===== config.mk =====
export PLATFORM = sky130hd
export DESIGN_NAME = cfg_write_guard
export DESIGN_NICKNAME = d
export VERILOG_FILES = /design/src/rtl/cfgguard_pkg.sv /design/src/rtl/guard_addr_decode.sv /design/src/rtl/guard_cfg_reg.sv /design/src/rtl/guard_status.sv /design/src/rtl/cfg_write_guard.sv
export SDC_FILE = /design/constraint.sdc
export NUM_CORES = 1
export LEC_CHECK = 0
export BUFFER_PORTS_ARGS = -buffer_cell sky130_fd_sc_hd__buf_2
export CAP_MARGIN = 20
export CELL_PAD_IN_SITES_DETAIL_PLACEMENT = 1
export CELL_PAD_IN_SITES_GLOBAL_PLACEMENT = 1
export CORE_ASPECT_RATIO = 0.7
export CORE_MARGIN = 2
export CORE_UTILIZATION = 45
export DETAILED_ROUTE_END_ITERATION = 8
export HOLD_SLACK_MARGIN = 0.02
export PLACE_DENSITY_LB_ADDON = 0.1
export SLEW_MARGIN = 15
export SYNTH_ARGS = -nofsm -noshare
export SYNTH_HDL_FRONTEND = slang
export SYNTH_HIERARCHICAL = 1
export SYNTH_SLANG_ARGS = --single-unit

===== constraint.sdc =====
create_clock -name clk -period 2.1 [get_ports clk]
set_input_delay 0.315 -clock clk [delete_from_list [all_inputs] [get_ports clk]]
set_output_delay 0.315 -clock clk [all_outputs]
set_load 0.01 [all_outputs]

===== src/rtl/cfgguard_pkg.sv =====
package cfgguard_pkg;

   // Word offsets of the guarded bank; the bench and software rely on them.
   localparam int unsigned OFS_MODE     = 0;
   localparam int unsigned OFS_SEL      = 1;
   localparam int unsigned OFS_CTRL     = 2;
   localparam int unsigned OFS_STAT     = 3;
   localparam int unsigned N_PROT       = 2;
   // Bit position of the source field in the status word.
   localparam int unsigned STAT_SRC_LSB = 8;

   typedef struct packed {
      logic mode;
      logic sel;
      logic ctrl;
      logic stat;
   } regsel_t;

endpackage


===== src/rtl/guard_addr_decode.sv =====
module guard_addr_decode
   import cfgguard_pkg::*;
#(
   parameter int unsigned ADDR_W = 4
) (
   input  logic [ADDR_W-1:0] addr,
   output regsel_t           hit
);

   always_comb begin
      hit      = '0;
      hit.mode = (addr == ADDR_W'(OFS_MODE));
      hit.sel  = (addr == ADDR_W'(OFS_SEL));
      hit.ctrl = (addr == ADDR_W'(OFS_CTRL));
      hit.stat = (addr == ADDR_W'(OFS_STAT));
   end

endmodule


===== src/rtl/guard_cfg_reg.sv =====
module guard_cfg_reg #(
   parameter int unsigned DATA_W = 32
) (
   input  logic              clk,
   input  logic              rst_n,
   input  logic              wr_req,
   input  logic              lock,
   input  logic [DATA_W-1:0] wdata,
   output logic [DATA_W-1:0] q
);

   always_ff @(posedge clk or negedge rst_n) begin
      if (!rst_n) begin
         q <= '0;
      end else if (wr_req && !lock) begin
         q <= wdata;
      end
   end


   blocked_keeps_chk: assert property (@(posedge clk) disable iff (!rst_n)
      (wr_req && lock) |=> (q == $past(q)));


   open_write_lands_chk: assert property (@(posedge clk) disable iff (!rst_n)
      (wr_req && !lock) |=> (q == $past(wdata)));

endmodule


===== src/rtl/guard_status.sv =====
module guard_status #(
   parameter int unsigned ADDR_W = 4
) (
   input  logic              clk,
   input  logic              rst_n,
   input  logic              viol,
   input  logic [ADDR_W-1:0] viol_src,
   input  logic              rd_clr,
   output logic              flag,
   output logic [ADDR_W-1:0] src
);

   // A new violation wins over a clearing read in the same cycle.
   always_ff @(posedge clk or negedge rst_n) begin
      if (!rst_n) begin
         flag <= 1'b0;
         src  <= '0;
      end else begin
         if (viol) begin
            flag <= 1'b1;
            src  <= viol_src;
         end else if (rd_clr) begin
            flag <= 1'b0;
         end
      end
   end


   viol_sets_flag_chk: assert property (@(posedge clk) disable iff (!rst_n)
      viol |=> flag);


   src_tracks_last_chk: assert property (@(posedge clk) disable iff (!rst_n)
      viol |=> (src == $past(viol_src)));


   read_clears_chk: assert property (@(posedge clk) disable iff (!rst_n)
      (rd_clr && !viol) |=> !flag);


   sticky_hold_chk: assert property (@(posedge clk) disable iff (!rst_n)
      (!rd_clr && !viol) |=> ($stable(flag) && $stable(src)));

endmodule


===== src/rtl/cfg_write_guard.sv =====
module cfg_write_guard
   import cfgguard_pkg::*;
#(
   parameter int unsigned ADDR_W = 4,
   parameter int unsigned DATA_W = 32,
   parameter int unsigned RD_REG = 0
) (
   input  logic              clk,
   input  logic              rst_n,
   input  logic              wr_en,
   input  logic [ADDR_W-1:0] wr_addr,
   input  logic [DATA_W-1:0] wr_data,
   input  logic              rd_en,
   input  logic [ADDR_W-1:0] rd_addr,
   output logic [DATA_W-1:0] rd_data
);

   localparam int unsigned STAT_TOP = STAT_SRC_LSB + ADDR_W;

   generate
      if (ADDR_W < 2) begin : g_bad_addr
         $error("cfg_write_guard: ADDR_W must cover offsets 0..3");
      end
      if (DATA_W < STAT_TOP) begin : g_bad_data
         $error("cfg_write_guard: DATA_W too narrow for the status source field");
      end
      if (RD_REG > 1) begin : g_bad_rd
         $error("cfg_write_guard: RD_REG must be 0 or 1");
      end
   endgenerate

   regsel_t wsel, rsel;
   logic    prot_on;
   logic    stat_flag;
   logic    viol;
   logic    stat_rd;
   logic [ADDR_W-1:0] stat_src;
   logic [N_PROT-1:0] prot_wr;
   logic [DATA_W-1:0] prot_q [N_PROT];
   logic [DATA_W-1:0] rd_word;

   guard_addr_decode #(.ADDR_W(ADDR_W)) i_wdec (.addr(wr_addr), .hit(wsel));
   guard_addr_decode #(.ADDR_W(ADDR_W)) i_rdec (.addr(rd_addr), .hit(rsel));

   assign prot_wr[OFS_MODE] = wr_en && wsel.mode;
   assign prot_wr[OFS_SEL]  = wr_en && wsel.sel;

   generate
      for (genvar g = 0; g < N_PROT; g++) begin : g_prot
         guard_cfg_reg #(.DATA_W(DATA_W)) i_reg (
            .clk   (clk),
            .rst_n (rst_n),
            .wr_req(prot_wr[g]),
            .lock  (prot_on),
            .wdata (wr_data),
            .q     (prot_q[g])
         );
      end
   endgenerate

   always_ff @(posedge clk or negedge rst_n) begin
      if (!rst_n) begin
         prot_on <= 1'b0;
      end else if (wr_en && wsel.ctrl) begin
         prot_on <= wr_data[0];
      end
   end

   assign viol    = prot_on && (|prot_wr);
   assign stat_rd = rd_en && rsel.stat;

   guard_status #(.ADDR_W(ADDR_W)) i_stat (
      .clk     (clk),
      .rst_n   (rst_n),
      .viol    (viol),
      .viol_src(wr_addr),
      .rd_clr  (stat_rd),
      .flag    (stat_flag),
      .src     (stat_src)
   );

   always_comb begin
      rd_word = '0;
      if (rsel.mode) begin
         rd_word = prot_q[OFS_MODE];
      end else if (rsel.sel) begin
         rd_word = prot_q[OFS_SEL];
      end else if (rsel.ctrl) begin
         rd_word[0] = prot_on;
      end else if (rsel.stat) begin
         rd_word[0] = stat_flag;
         rd_word[STAT_SRC_LSB +: ADDR_W] = stat_src;
      end
   end

   generate
      if (RD_REG == 0) begin : g_rd_comb
         assign rd_data = rd_en ? rd_word : '0;
      end else begin : g_rd_flop
         always_ff @(posedge clk or negedge rst_n) begin
            if (!rst_n) begin
               rd_data <= '0;
            end else begin
               rd_data <= rd_en ? rd_word : '0;
            end
         end
      end
   endgenerate


   ctrl_always_open_chk: assert property (@(posedge clk) disable iff (!rst_n)
      (wr_en && wsel.ctrl) |=> (prot_on == $past(wr_data[0])));


   stat_write_ignored_chk: assert property (@(posedge clk) disable iff (!rst_n)
      (wr_en && wsel.stat && !stat_rd) |=> ($stable(stat_flag) && $stable(stat_src)));


   unmapped_no_viol_chk: assert property (@(posedge clk) disable iff (!rst_n)
      (wr_en && (wr_addr > ADDR_W'(OFS_STAT))) |-> !viol);

endmodule


==> results.md <==
Cells and area:
- The area taken by multi-input logic gates is 1690 um^2.
- The area overhead of the layout relative to synthesis is 24.1%.
- For this run, the post-layout net count is 378.
- The sequential cell area in the final layout is 1750 um^2.
- The number of fill cells in the layout is 802.
- The antenna diode count is 0.
- Summing all non-filler instances in the final layout gives an area of 4500 um^2.
- The share of final-layout standard cells stronger than drive strength 1 is 55.2%.

Critical path:
- The cell family contributing the most delay on the critical path is simple AND/OR/NAND/NOR gates.
- The cell occurring most often along the worst timing path is sky130_fd_sc_hd__buf_2.
- The signal on the critical path passes through buf_2 > nor4b_2 > buf_4 > nor2b_4 > buf_12 > a22oi_1 > nor2b_1 > buf_2.
- The worst setup path is of the in2out kind.
- Counting both buffers and inverters, the worst setup path holds a total of 4.
- For the worst setup path, the data required time is 1.78 ns.
- The sort of element at the end of the critical path is an output port.
- The critical path data arrival time is 1.71 ns.
- The slowest stage of the critical path is the sky130_fd_sc_hd__nor2b_4 cell.
- The worst setup path is launched from an input port.
- On the worst path, the slowest cell contributes a delay of 0.26 ns.
- The flop-to-flop setup slack is 0.74 ns.
- The highest net fanout along the worst path is 13.

STA:
- The clock tree skew after final layout is 0.00645 ns.
- After layout, the minimum clock period comes to 2.03 ns.
- In the post-route analysis, the smallest setup slack over all paths is 0.0717 ns.
- Setup total negative slack on the finished layout was measured at 0 ns.
- Setup repair after global routing could not meet its margin everywhere.
- The part of the cycle the worst path needs is 96.6%.
- The number of setup violations in the final report is 0.
- The number of hold-slack violations in the final timing report is 0.
- Headroom to the max-slew limit came out at 75.3%.
- The number of max-slew violations in the final report came to 0.
- For this run, the top clock speed supported by timing is 493 MHz.
- For the pin with the worst max-slew slack, the measured transition is 0.371 ns.

Pwr:
- The worst-case IR drop observed on VDD is 0.000567 V.
- For this design the static power due to leakage is 2.07 nW.
- The total power per unit cell area is 972 nW/um^2.

Placement:
- The worst setup slack after placement is 0.0348 ns.
- The wire-length estimate of the detail-placed layout is 5.66 mm.
- Summing all placed instances gives a cell area of 4130 um^2.
- The count of port buffers added during placement is 75.
- The last weighted congestion value of the routability-driven placer is 0.756.

Detailed routing:
- The wire length per cell after detailed routing is 19.2 um.
- In the routed design, unresolved DRC markers number 0.
- After detailed routing, the total wire length is 8.45 mm.
- The count of vias placed by the detailed router is 2295.
- The detailed router finished its first iteration with 68 violations.
- In this run the remaining antenna-violating nets after routing total 0.
- The first detailed-routing pass ran for 4 iterations.
- Using the TritonRoute via totals, the vias-per-cell ratio works out to 5.22.

Global route:
- The global-route usage over all layers is 20.6%.
- In this run the most used layer during global routing was met2.
- Global routing used 5.88% of the available met3 tracks.
- In the global route stage, met2 resource usage came out at 34.1%.
- The global-route track usage on met1 is 26.7%.
- The first global-routing pass estimated 14.0 mm of wire.
- The largest net degree at the start of global routing is 58.
- The final global-route overflow total is 0.
- The initial antenna violation count is 0.
- The number of global-route vias before repair is 2586.

Clock network:
- The CTS tree is done.
- The CTS buffer count is 9.
- The root buffer cell is sky130_fd_sc_hd__clkbuf_16.
- The clock drives 70 sinks.
- The insertion delay to the later sink of the worst-skew pair is 0.33 ns.
- The CTS H-tree depth is 3.
- The maximum number of buffers from clock root to sink is 2.
- The clock transition at the registers of the reported paths is 0.06 ns.

Synthesis:
- The cell area that synthesis handed to floorplanning was 3630 um^2.
- The count of synthesis-stage warnings from yosys is 6.
- The count of mapped cells out of synthesis is 248.
- After synthesis, the mean cell area works out to 14.6 um^2.
- Synthesis produced a netlist with a net count of 292.

Floorplanning:
- The initialized floorplan defines 27 standard-cell rows.
- The initial utilization of the core area, before any placement, comes to 46.3%.
- The total core area is 7840 um^2.
- The I/O pin total is 76.
- The floorplan step defined a die boundary enclosing 8820 um^2.
- The horizontal die dimension is 111 um.
- The die boundary height is 79.2 um.

Run status:
- The run finished with clean final reports.

Worst hold path:
- The min-delay analysis places its worst path in the category in2reg.

Flow run:
- The max-cap check violation count is 0.
## layout make-up
cell class                      count  share of cell area [%]
Clock buffer                       12                    5.92
Inverter                            2                   0.167
Timing Repair Buffer               93                    13.5
Tap cell                          101                    2.81
Clock inverter                      4                    1.19
Sequential cell                    70                    38.9
Multi-Input combinational cell    158                    37.5
## routing by layer
metal | vias up | share of wire [%]
met5 | - | 0
met4 | 0 | 1.1
met3 | 10 | 3.8
met2 | 49 | 47
met1 | 1165 | 48
li1 | 1071 | -
## power breakdown
group	switching, mW	internal, mW
Sequential	0.249	1.74
Combinational	0.241	0.564
Clock	0.567	1.02
## flip-flops by register name (all words and copies together) (netlist names)
name / flops
g_prot.i_reg/q: 64
i_stat/flag: 1
i_stat/src: 4
prot_on: 1
## stage by stage
stage	hold WS (ns)	power [mW]	utilization, %	std cells
detailed placement	0.250	2.79	52.7	421
global placement	0.249	2.75	52.7	421
CTS	0.217	4.41	56.9	438
finish	0.226	4.38	57.5	440
floorplan	0.0194	2.54	-	248
global route	0.222	4.59	57.5	440
## path summary, 6_finish.rpt
| check | startpoint | endpoint | cells past startpoint |
|---|---|---|---|
| max | rd_addr[3] | rd_data[24] | 8 |
| min | wr_data[16] | g_prot[0].i_reg/q[16]$_DFFE_PN0P_ | 2 |
| max reg2reg | prot_on$_DFFE_PN0P_ | g_prot[0].i_reg/q[28]$_DFFE_PN0P_ | 3 |
| min reg2reg | i_stat/flag$_DFFE_PN0P_ | i_stat/flag$_DFFE_PN0P_ | 1 |
| max in group asynchronous | rst_n | g_prot[0].i_reg/q[13]$_DFFE_PN0P_ | 3 |
| min in group asynchronous | rst_n | i_stat/src[3]$_DFFE_PN0P_ | 2 |
## cells in the final DEF (no fill, tap or decap), drive strengths merged
cell type / instances
dlygate4sd3: 1
o21a: 1
nor4: 2
clkinvlp: 2
buf: 92
nor4b: 5
clkinv: 1
clkbuf: 12
a31oi: 1
or3b: 1
mux2: 69
a22oi: 25
nand3b: 1
nand2b: 1
and4bb: 1
and2: 5
inv: 2
dfrtp: 70
a22o: 8
o21ai: 3
a21oi: 1
nand2: 5
a21o: 1
nor2b: 28
bufinv: 1
## repair_timing
item | 4_1_cts | 5_1_grt
setup buffers | 0 | 2
endpoints found under the hold margin | 13 | 0
endpoints found under the setup margin | 0 | 25
gates resized for setup | 0 | 5
hold buffers | 1 | 0
Power figures use the tool's default switching activity.
